<file path="config.mk">
export PLATFORM = sky130hd
export DESIGN_NAME = dma_page_addr
export DESIGN_NICKNAME = d
export VERILOG_FILES = /design/src/rtl/dma_page_pkg.sv /design/src/rtl/dma_page_decode.sv /design/src/rtl/dma_page_bank.sv /design/src/rtl/dma_page_addr_gen.sv /design/src/rtl/dma_page_addr.sv
export SDC_FILE = /design/constraint.sdc
export NUM_CORES = 1
export LEC_CHECK = 0
export ABC_AREA = 1
export BUFFER_PORTS_ARGS = -buffer_cell sky130_fd_sc_hd__buf_4
export CAP_MARGIN = 40
export CORE_MARGIN = 3
export CORE_UTILIZATION = 25
export CTS_CLUSTER_DIAMETER = 150
export CTS_CLUSTER_SIZE = 8
export DETAILED_ROUTE_END_ITERATION = 8
export PLACE_DENSITY = 0.46
export SETUP_SLACK_MARGIN = 0.05
export SYNTH_ARGS = -nofsm -noshare
export SYNTH_HDL_FRONTEND = slang
export SYNTH_HIERARCHICAL = 1
export SYNTH_SLANG_ARGS = --single-unit
</file>
<file path="constraint.sdc">
create_clock -name clk -period 2 [get_ports clk]
set_input_delay 0.3 -clock clk [delete_from_list [all_inputs] [get_ports clk]]
set_output_delay 0.3 -clock clk [all_outputs]
set_load 0.02 [all_outputs]
</file>
<file path="src/rtl/dma_page_pkg.sv">
package dma_page_pkg;

    localparam int CH_CNT = 4;
    localparam int CH_W   = 2;

    typedef struct packed {
        logic            hit;
        logic [CH_W-1:0] ch;
    } chan_sel_t;

    // Sparse offset-to-channel lookup on the low three offset bits
    function automatic chan_sel_t map_offset(input logic [2:0] lo);
        chan_sel_t s;
        s = '0;
        case (lo)
            3'd1:    begin s.hit = 1'b1; s.ch = 2'd2; end
            3'd2:    begin s.hit = 1'b1; s.ch = 2'd3; end
            3'd3:    begin s.hit = 1'b1; s.ch = 2'd1; end
            3'd7:    begin s.hit = 1'b1; s.ch = 2'd0; end
            default: s = '0;
        endcase
        return s;
    endfunction

endpackage

</file>
<file path="src/rtl/dma_page_decode.sv">
module dma_page_decode
    import dma_page_pkg::*;
#(
    parameter int OFF_W        = 4,
    parameter bit HIGH_PAGE_EN = 1'b1
) (
    input  logic                    acc_en,
    input  logic                    acc_we,
    input  logic                    acc_hp,
    input  logic [OFF_W-1:0]        acc_off,
    output logic [CH_CNT-1:0]       pg_we,
    output logic [CH_CNT-1:0]       hp_we,
    output logic                    sel_hit,
    output logic [CH_W-1:0]         sel_ch
);

    localparam int LOW_WIN_TOP  = 7;
    localparam int HIGH_WIN_TOP = 9;

    logic      hp_space_ok;
    logic      in_window;
    chan_sel_t lookup;

    generate
        if (HIGH_PAGE_EN) begin : g_hp_on
            assign hp_space_ok = 1'b1;
        end else begin : g_hp_off
            assign hp_space_ok = 1'b0;
        end
    endgenerate

    always_comb begin
        lookup    = map_offset(acc_off[2:0]);
        in_window = acc_hp ? (int'(acc_off) <= HIGH_WIN_TOP)
                           : (int'(acc_off) <= LOW_WIN_TOP);
        sel_hit   = lookup.hit && in_window && (!acc_hp || hp_space_ok);
        sel_ch    = lookup.ch;
        pg_we     = '0;
        hp_we     = '0;
        if (acc_en && acc_we && sel_hit) begin
            if (acc_hp) hp_we[lookup.ch] = 1'b1;
            else        pg_we[lookup.ch] = 1'b1;
        end
    end

    // a_r1_onehot_we: one access strobe touches at most one register
    always_comb begin
        if (acc_en) begin
            a_r1_onehot_we: assert ($onehot0({pg_we, hp_we}));
        end
    end

endmodule

</file>
<file path="src/rtl/dma_page_bank.sv">
module dma_page_bank
    import dma_page_pkg::*;
#(
    parameter int DATA_W       = 8,
    parameter bit HIGH_PAGE_EN = 1'b1
) (
    input  logic                           clk,
    input  logic                           rst_n,
    input  logic [CH_CNT-1:0]              pg_we,
    input  logic [CH_CNT-1:0]              hp_we,
    input  logic [DATA_W-1:0]              wdata,
    output logic [CH_CNT-1:0][DATA_W-1:0]  pg_all,
    output logic [CH_CNT-1:0][DATA_W-1:0]  hp_all
);

    typedef struct packed {
        logic [CH_CNT-1:0][DATA_W-1:0] pg;
        logic [CH_CNT-1:0][DATA_W-1:0] hp;
    } bank_t;

    bank_t bank_d, bank_q;

    always_comb begin
        bank_d = bank_q;
        for (int c = 0; c < CH_CNT; c++) begin
            if (pg_we[c]) bank_d.pg[c] = wdata;
            if (hp_we[c]) bank_d.hp[c] = wdata;
        end
    end

    always_ff @(posedge clk or negedge rst_n) begin
        if (!rst_n) bank_q <= '0;
        else        bank_q <= bank_d;
    end

    assign pg_all = bank_q.pg;
    assign hp_all = bank_q.hp;

    // a_r2_pg_discard: low pages move only under a decoded write
    a_r2_pg_discard: assert property (@(posedge clk) disable iff (!rst_n)
        (pg_we == '0) |=> $stable(pg_all));

    // a_r10_hp_isolated: high pages move only under a decoded high write
    a_r10_hp_isolated: assert property (@(posedge clk) disable iff (!rst_n)
        (hp_we == '0) |=> $stable(hp_all));

    generate
        if (!HIGH_PAGE_EN) begin : g_hp_off_chk
            // a_r9_hp_zero: without the high space the registers stay clear
            a_r9_hp_zero: assert property (@(posedge clk) disable iff (!rst_n)
                1'b1 |=> (hp_all == '0));
        end
    endgenerate

endmodule

</file>
<file path="src/rtl/dma_page_addr_gen.sv">
module dma_page_addr_gen
    import dma_page_pkg::*;
#(
    parameter int DATA_W  = 8,
    parameter int CADDR_W = 16,
    parameter int POS_W   = 16,
    parameter int HP_BITS = 7,
    localparam int PHYS_W = HP_BITS + DATA_W + CADDR_W
) (
    input  logic                           clk,
    input  logic                           rst_n,
    input  logic [CH_CNT-1:0][DATA_W-1:0]  pg_all,
    input  logic [CH_CNT-1:0][DATA_W-1:0]  hp_all,
    input  logic [CH_W-1:0]                xfer_ch,
    input  logic [CADDR_W-1:0]             cur_addr,
    input  logic [POS_W-1:0]               xfer_pos,
    input  logic [POS_W-1:0]               xfer_len,
    input  logic                           xfer_dec,
    output logic [PHYS_W-1:0]              start_addr
);

    localparam int EXT_W = PHYS_W - POS_W;

    logic [PHYS_W-1:0] phys;
    logic [PHYS_W-1:0] pos_x;
    logic [PHYS_W-1:0] len_x;
    logic [PHYS_W-1:0] start_d, start_q;
    logic [DATA_W-1:0] hp_sel;

    always_comb begin
        hp_sel  = hp_all[xfer_ch];
        phys    = {hp_sel[HP_BITS-1:0], pg_all[xfer_ch], cur_addr};
        pos_x   = {{EXT_W{1'b0}}, xfer_pos};
        len_x   = {{EXT_W{1'b0}}, xfer_len};
        if (xfer_dec) start_d = phys - pos_x - len_x;
        else          start_d = phys + pos_x;
    end

    always_ff @(posedge clk or negedge rst_n) begin
        if (!rst_n) start_q <= '0;
        else        start_q <= start_d;
    end

    assign start_addr = start_q;

    // a_r6_fwd_base: forward with zero position starts at the channel address
    a_r6_fwd_base: assert property (@(posedge clk) disable iff (!rst_n)
        (!xfer_dec && xfer_pos == '0) |=> (start_addr[CADDR_W-1:0] == $past(cur_addr)));

    // a_r7_rev_base: reverse with empty window also starts at the channel address
    a_r7_rev_base: assert property (@(posedge clk) disable iff (!rst_n)
        (xfer_dec && xfer_pos == '0 && xfer_len == '0)
            |=> (start_addr[CADDR_W-1:0] == $past(cur_addr)));

endmodule

</file>
<file path="src/rtl/dma_page_addr.sv">
module dma_page_addr
    import dma_page_pkg::*;
#(
    parameter int DATA_W       = 8,
    parameter int OFF_W        = 4,
    parameter int CADDR_W      = 16,
    parameter int POS_W        = 16,
    parameter int HP_BITS      = 7,
    parameter bit HIGH_PAGE_EN = 1'b1
) (
    input  logic                                 clk,
    input  logic                                 rst_n,
    input  logic                                 acc_en,
    input  logic                                 acc_we,
    input  logic                                 acc_hp,
    input  logic [OFF_W-1:0]                     acc_off,
    input  logic [DATA_W-1:0]                    acc_wdata,
    output logic [DATA_W-1:0]                    rd_data,
    input  logic [1:0]                           xfer_ch,
    input  logic [CADDR_W-1:0]                   cur_addr,
    input  logic [POS_W-1:0]                     xfer_pos,
    input  logic [POS_W-1:0]                     xfer_len,
    input  logic                                 xfer_dec,
    output logic [HP_BITS+DATA_W+CADDR_W-1:0]    start_addr
);

    logic [CH_CNT-1:0]             pg_we, hp_we;
    logic                          sel_hit;
    logic [CH_W-1:0]               sel_ch;
    logic [CH_CNT-1:0][DATA_W-1:0] pg_all, hp_all;

    typedef struct packed {
        logic [DATA_W-1:0] rd;
    } rd_state_t;

    rd_state_t rs_d, rs_q;

    dma_page_decode #(
        .OFF_W        (OFF_W),
        .HIGH_PAGE_EN (HIGH_PAGE_EN)
    ) u_decode (
        .acc_en  (acc_en),
        .acc_we  (acc_we),
        .acc_hp  (acc_hp),
        .acc_off (acc_off),
        .pg_we   (pg_we),
        .hp_we   (hp_we),
        .sel_hit (sel_hit),
        .sel_ch  (sel_ch)
    );

    dma_page_bank #(
        .DATA_W       (DATA_W),
        .HIGH_PAGE_EN (HIGH_PAGE_EN)
    ) u_bank (
        .clk    (clk),
        .rst_n  (rst_n),
        .pg_we  (pg_we),
        .hp_we  (hp_we),
        .wdata  (acc_wdata),
        .pg_all (pg_all),
        .hp_all (hp_all)
    );

    dma_page_addr_gen #(
        .DATA_W  (DATA_W),
        .CADDR_W (CADDR_W),
        .POS_W   (POS_W),
        .HP_BITS (HP_BITS)
    ) u_addr (
        .clk        (clk),
        .rst_n      (rst_n),
        .pg_all     (pg_all),
        .hp_all     (hp_all),
        .xfer_ch    (xfer_ch),
        .cur_addr   (cur_addr),
        .xfer_pos   (xfer_pos),
        .xfer_len   (xfer_len),
        .xfer_dec   (xfer_dec),
        .start_addr (start_addr)
    );

    always_comb begin
        rs_d = rs_q;
        if (acc_en && !acc_we) begin
            if (!sel_hit)    rs_d.rd = '0;
            else if (acc_hp) rs_d.rd = hp_all[sel_ch];
            else             rs_d.rd = pg_all[sel_ch];
        end
    end

    always_ff @(posedge clk or negedge rst_n) begin
        if (!rst_n) rs_q <= '0;
        else        rs_q <= rs_d;
    end

    assign rd_data = rs_q.rd;

    // a_r4_rd_hold: read data changes only after a read strobe
    a_r4_rd_hold: assert property (@(posedge clk) disable iff (!rst_n)
        !(acc_en && !acc_we) |=> $stable(rd_data));

    // a_r2_miss_reads_zero: a read that selects no register returns 0
    a_r2_miss_reads_zero: assert property (@(posedge clk) disable iff (!rst_n)
        (acc_en && !acc_we && !sel_hit) |=> (rd_data == '0));

endmodule

</file>
==> reports/summary.txt <==
Placed instance area - 11400 µm²
Pwr per Cell Area - 679 nW/µm²
Comb power frac - 46.8%
Synth-to-layout area growth - 38.4%
Peak per-stage delay on the critical path - 0.60 ns
Die Ht - 195 µm
Clk sinks - 103
Crit path max-delay family - adder cells
CP Data Required Time - 2.26 ns
Min-Delay Path Class - input port to flop
Antenna violations before repair - 0
Clock share of power - 22.4%
Slowest stage cell, crit path - fa_2
Final Hold Fails - 0
Post-synthesis register bit count - 103
Gp weighted congestion - 0.853
Vias in the first global route - 8987
Tightest Pin Transition - 0.605 ns
CP max FO - 4
Leakage dissipation - 6.57 nW
Die width - 195 µm
Max H-tree Level - 3
Status - complete, no violations
Yosys warns - 6
Post-Route Setup TNS - 0 ns
CP Class - input port to flop
Port-buffer cells - 106
Post-Syn Nets - 1499
Initial DRC count - 513
TritonCTS clock tree - yes
Worst VDD drop - 435 µV
Post-synth cell types - 45
Placed cell count - 2047
Layout Cells excl Fill - 2074
Ant. Diodes - 0
Avg Cell Area, Syn - 6.45 µm²
Critical Path Start Type - input port
Final Skew - 0.0160 ns
Pin count of the biggest net entering global routing - 35
First-pass GRT wire length - 49.6 mm
Post-Syn Instances - 1379
CTS root buf - clkbuf_16
Layout Utilization - 35.4%
Dpl hpwl - 24.6 mm
Tot GR Track Use - 16.6%
Via Count - 9111
Final Cycle Share - 99.9%
Max-cap violation count - 0
Worst EP arrival - 2.26 ns
Remaining global-route overflow - 0
Total wire length - 31.5 mm
Clk buf depth - 2
Crit path cell chain - buf_6 -> inv_2 -> fa_2 -> ha_4 -> nand2_4 -> inv_2 -> nand2_2 -> nand2_2 -> nand3b_1 -> nand2_1 -> nand2_1 -> nand2_1 -> nand2_2 -> buf_6 -> xor2_1
Core area - 34800 µm²
Post-route cell area - 12300 µm²
Max Slew Vio Count - 0
Sequential area share after synthesis - 29.0%
Peak Freq - 501 MHz
ANT nets after route - 0
RSZ-0062 raised after global routing - yes
Period minus WS final - 2.00 ns
DRC - 0
Switching Power - 3.39 mW
# setup viols final - 0
Async SR Flop Fraction - 100%
Io pins - 107
EDFF count, synth - 0
Vias/cell - 4.39
Filler instances - 3786
Crit. End Element - flop
Synth Flop Type - dfrtp_1
Sequential Power Share - 30.8%
Site row count - 68
Pre-antenna DRT Iters - 5
Starting Density - 25.6%
CTS buffer count - 9
Share of cells above drive strength 1 - 31.9%
Clk_lat worst skew - 0.38 ns
Mapped cell area - 8900 µm²
Clock slew at reported path FFs - 0.09 ns
Post-layout net count - 1734
Routed len/inst - 15.2 µm
Full die area - 37900 µm²
Switching share of power - 40.5%
P_int - 4.98 mW
Worst Path Buf+Inv - 4
Max transition margin - 59.7%
## cell usage in the layout (no fill, tap or decap), types with 6 or more instances in the layout
cell type	count
dfrtp_1	103
clkbuf_16	9
fa_2	8
a21oi_1	30
nand2_1	556
buf_6	7
nor2_2	13
o21ai_1	7
nand3_1	103
nand2_2	64
xor2_1	10
inv_1	158
buf_4	250
nor2_4	13
ha_4	15
fa_1	9
nand3_2	27
nand4_1	6
a21oi_4	7
buf_12	6
inv_2	32
o21ai_0	22
nor2_1	54
nand2_4	21
ha_1	20
a21oi_2	6
## power by group through the flow
| stage | Clock, mW | Combinational (mW) | Sequential [mW] |
|---|---|---|---|
| floorplan | 0 | 1.94 | 2.75 |
| global placement | 0 | 3.51 | 2.63 |
| detailed placement | 0 | 3.51 | 2.62 |
| CTS | 1.93 | 3.68 | 2.58 |
| global route | 2.02 | 4.30 | 2.62 |
| finish | 1.87 | 3.91 | 2.58 |
## final cells by class
type | instances | area, µm² | share of cell area (%)
Inverter | 196 | 766 | 6.22
Clock inverter | 6 | 62.6 | 0.508
Sequential cell | 103 | 2580 | 20.9
Clock buffer | 10 | 229 | 1.86
Tap cell | 455 | 569 | 4.62
Multi-Input combinational cell | 1036 | 5970 | 48.4
Timing Repair Buffer | 268 | 2150 | 17.4
## metal layers
layer	part of all wire, %	vias up	wire, µm	GRT usage (%)
met5	0	-	0	0
met2	48	178	15000	27.9
li1	-	4695	-	-
met3	4.2	24	1320	2.05
met4	1.6	0	502	4.20
met1	46	4214	14600	22.6
## per-stage QoR
stage	setup slack, ns	total power, mW	hold WS [ns]
4_1_cts	-0.0131	8.20	0.198
3_3_place_gp	-0.621	6.13	0.356
3_5_place_dp	-0.601	6.14	0.353
6_report	0.00259	8.37	0.207
5_1_grt	-0.0827	8.94	0.204
2_1_floorplan	-0.0645	4.68	0.00441
## final timing paths
path	startpoint	slack (ns)	to	cells past startpoint
worst min-delay path	acc_wdata[1]	0.21	u_bank/hp_all[25]$_DFFE_PN0P_	3
worst max-delay path	xfer_pos[8]	0.003	u_addr/start_addr[17]$_DFF_PN0_	15
worst max register to register	u_bank/pg_all[0]$_DFFE_PN0P_	0.04	u_addr/start_addr[17]$_DFF_PN0_	15
max in group asynchronous	rst_n	0.92	u_bank/pg_all[27]$_DFFE_PN0P_	3
min in group asynchronous	rst_n	0.47	u_addr/start_addr[10]$_DFF_PN0_	2
worst min register to register	u_bank/hp_all[31]$_DFFE_PN0P_	0.48	u_bank/hp_all[31]$_DFFE_PN0P_	2
## what timing repair did
item	CTS	global route
hold endpoints to repair	31	0
setup buffers	1	9
hold buffers	1	0
resized for setup	66	76
pin swaps	38	66
endpoints found under the setup margin	16	22
## state kept, by name, indices dropped and copies added (netlist names)
register and flops:
rd_data 8, u_addr/start_addr 31, u_bank/hp_all 32, u_bank/pg_all 32
## cell families after synthesis
logic type	Yosys count	synth area share, %
DFF	103	29.0
muxes	2	0.239
buffers and inverters	240	12.4
adders and majority gates	52	8.74
AOI/OAI and AO/OA	86	5.15
and+or+nand+nor	880	42.8
xor gates and xnor gates	16	1.66
## cells in the mapped netlist (4+ instances only)
| library cell | number | area [µm²] |
|---|---|---|
| nand2_1 | 602 | 2260 |
| inv_1 | 179 | 672 |
| nand3_1 | 119 | 596 |
| dfrtp_1 | 103 | 2580 |
| nor2_1 | 71 | 267 |
| a21oi_1 | 42 | 210 |
| ha_1 | 35 | 438 |
| o21ai_0 | 30 | 150 |
| nand2_2 | 29 | 181 |
| fa_1 | 17 | 340 |
| buf_6 | 15 | 169 |
| inv_2 | 14 | 52.6 |
| nand3_2 | 14 | 140 |
| xor2_1 | 11 | 96.3 |
| nand2_4 | 10 | 113 |
| buf_2 | 9 | 45.0 |
| nor3_1 | 9 | 45.0 |
| clkbuf_2 | 8 | 40.0 |
| buf_4 | 7 | 52.6 |
| nand4_1 | 6 | 37.5 |
| nor2_2 | 6 | 37.5 |
| a21o_1 | 4 | 30.0 |
| o21ai_1 | 4 | 20.0 |
| xnor2_1 | 4 | 35.0 |
## worst min-delay path, stage by stage
cell and delay, ns:
buf_4 0.16, nand2_1 0.06, nand2_1 0.04
Power figures use the tool's default switching activity.
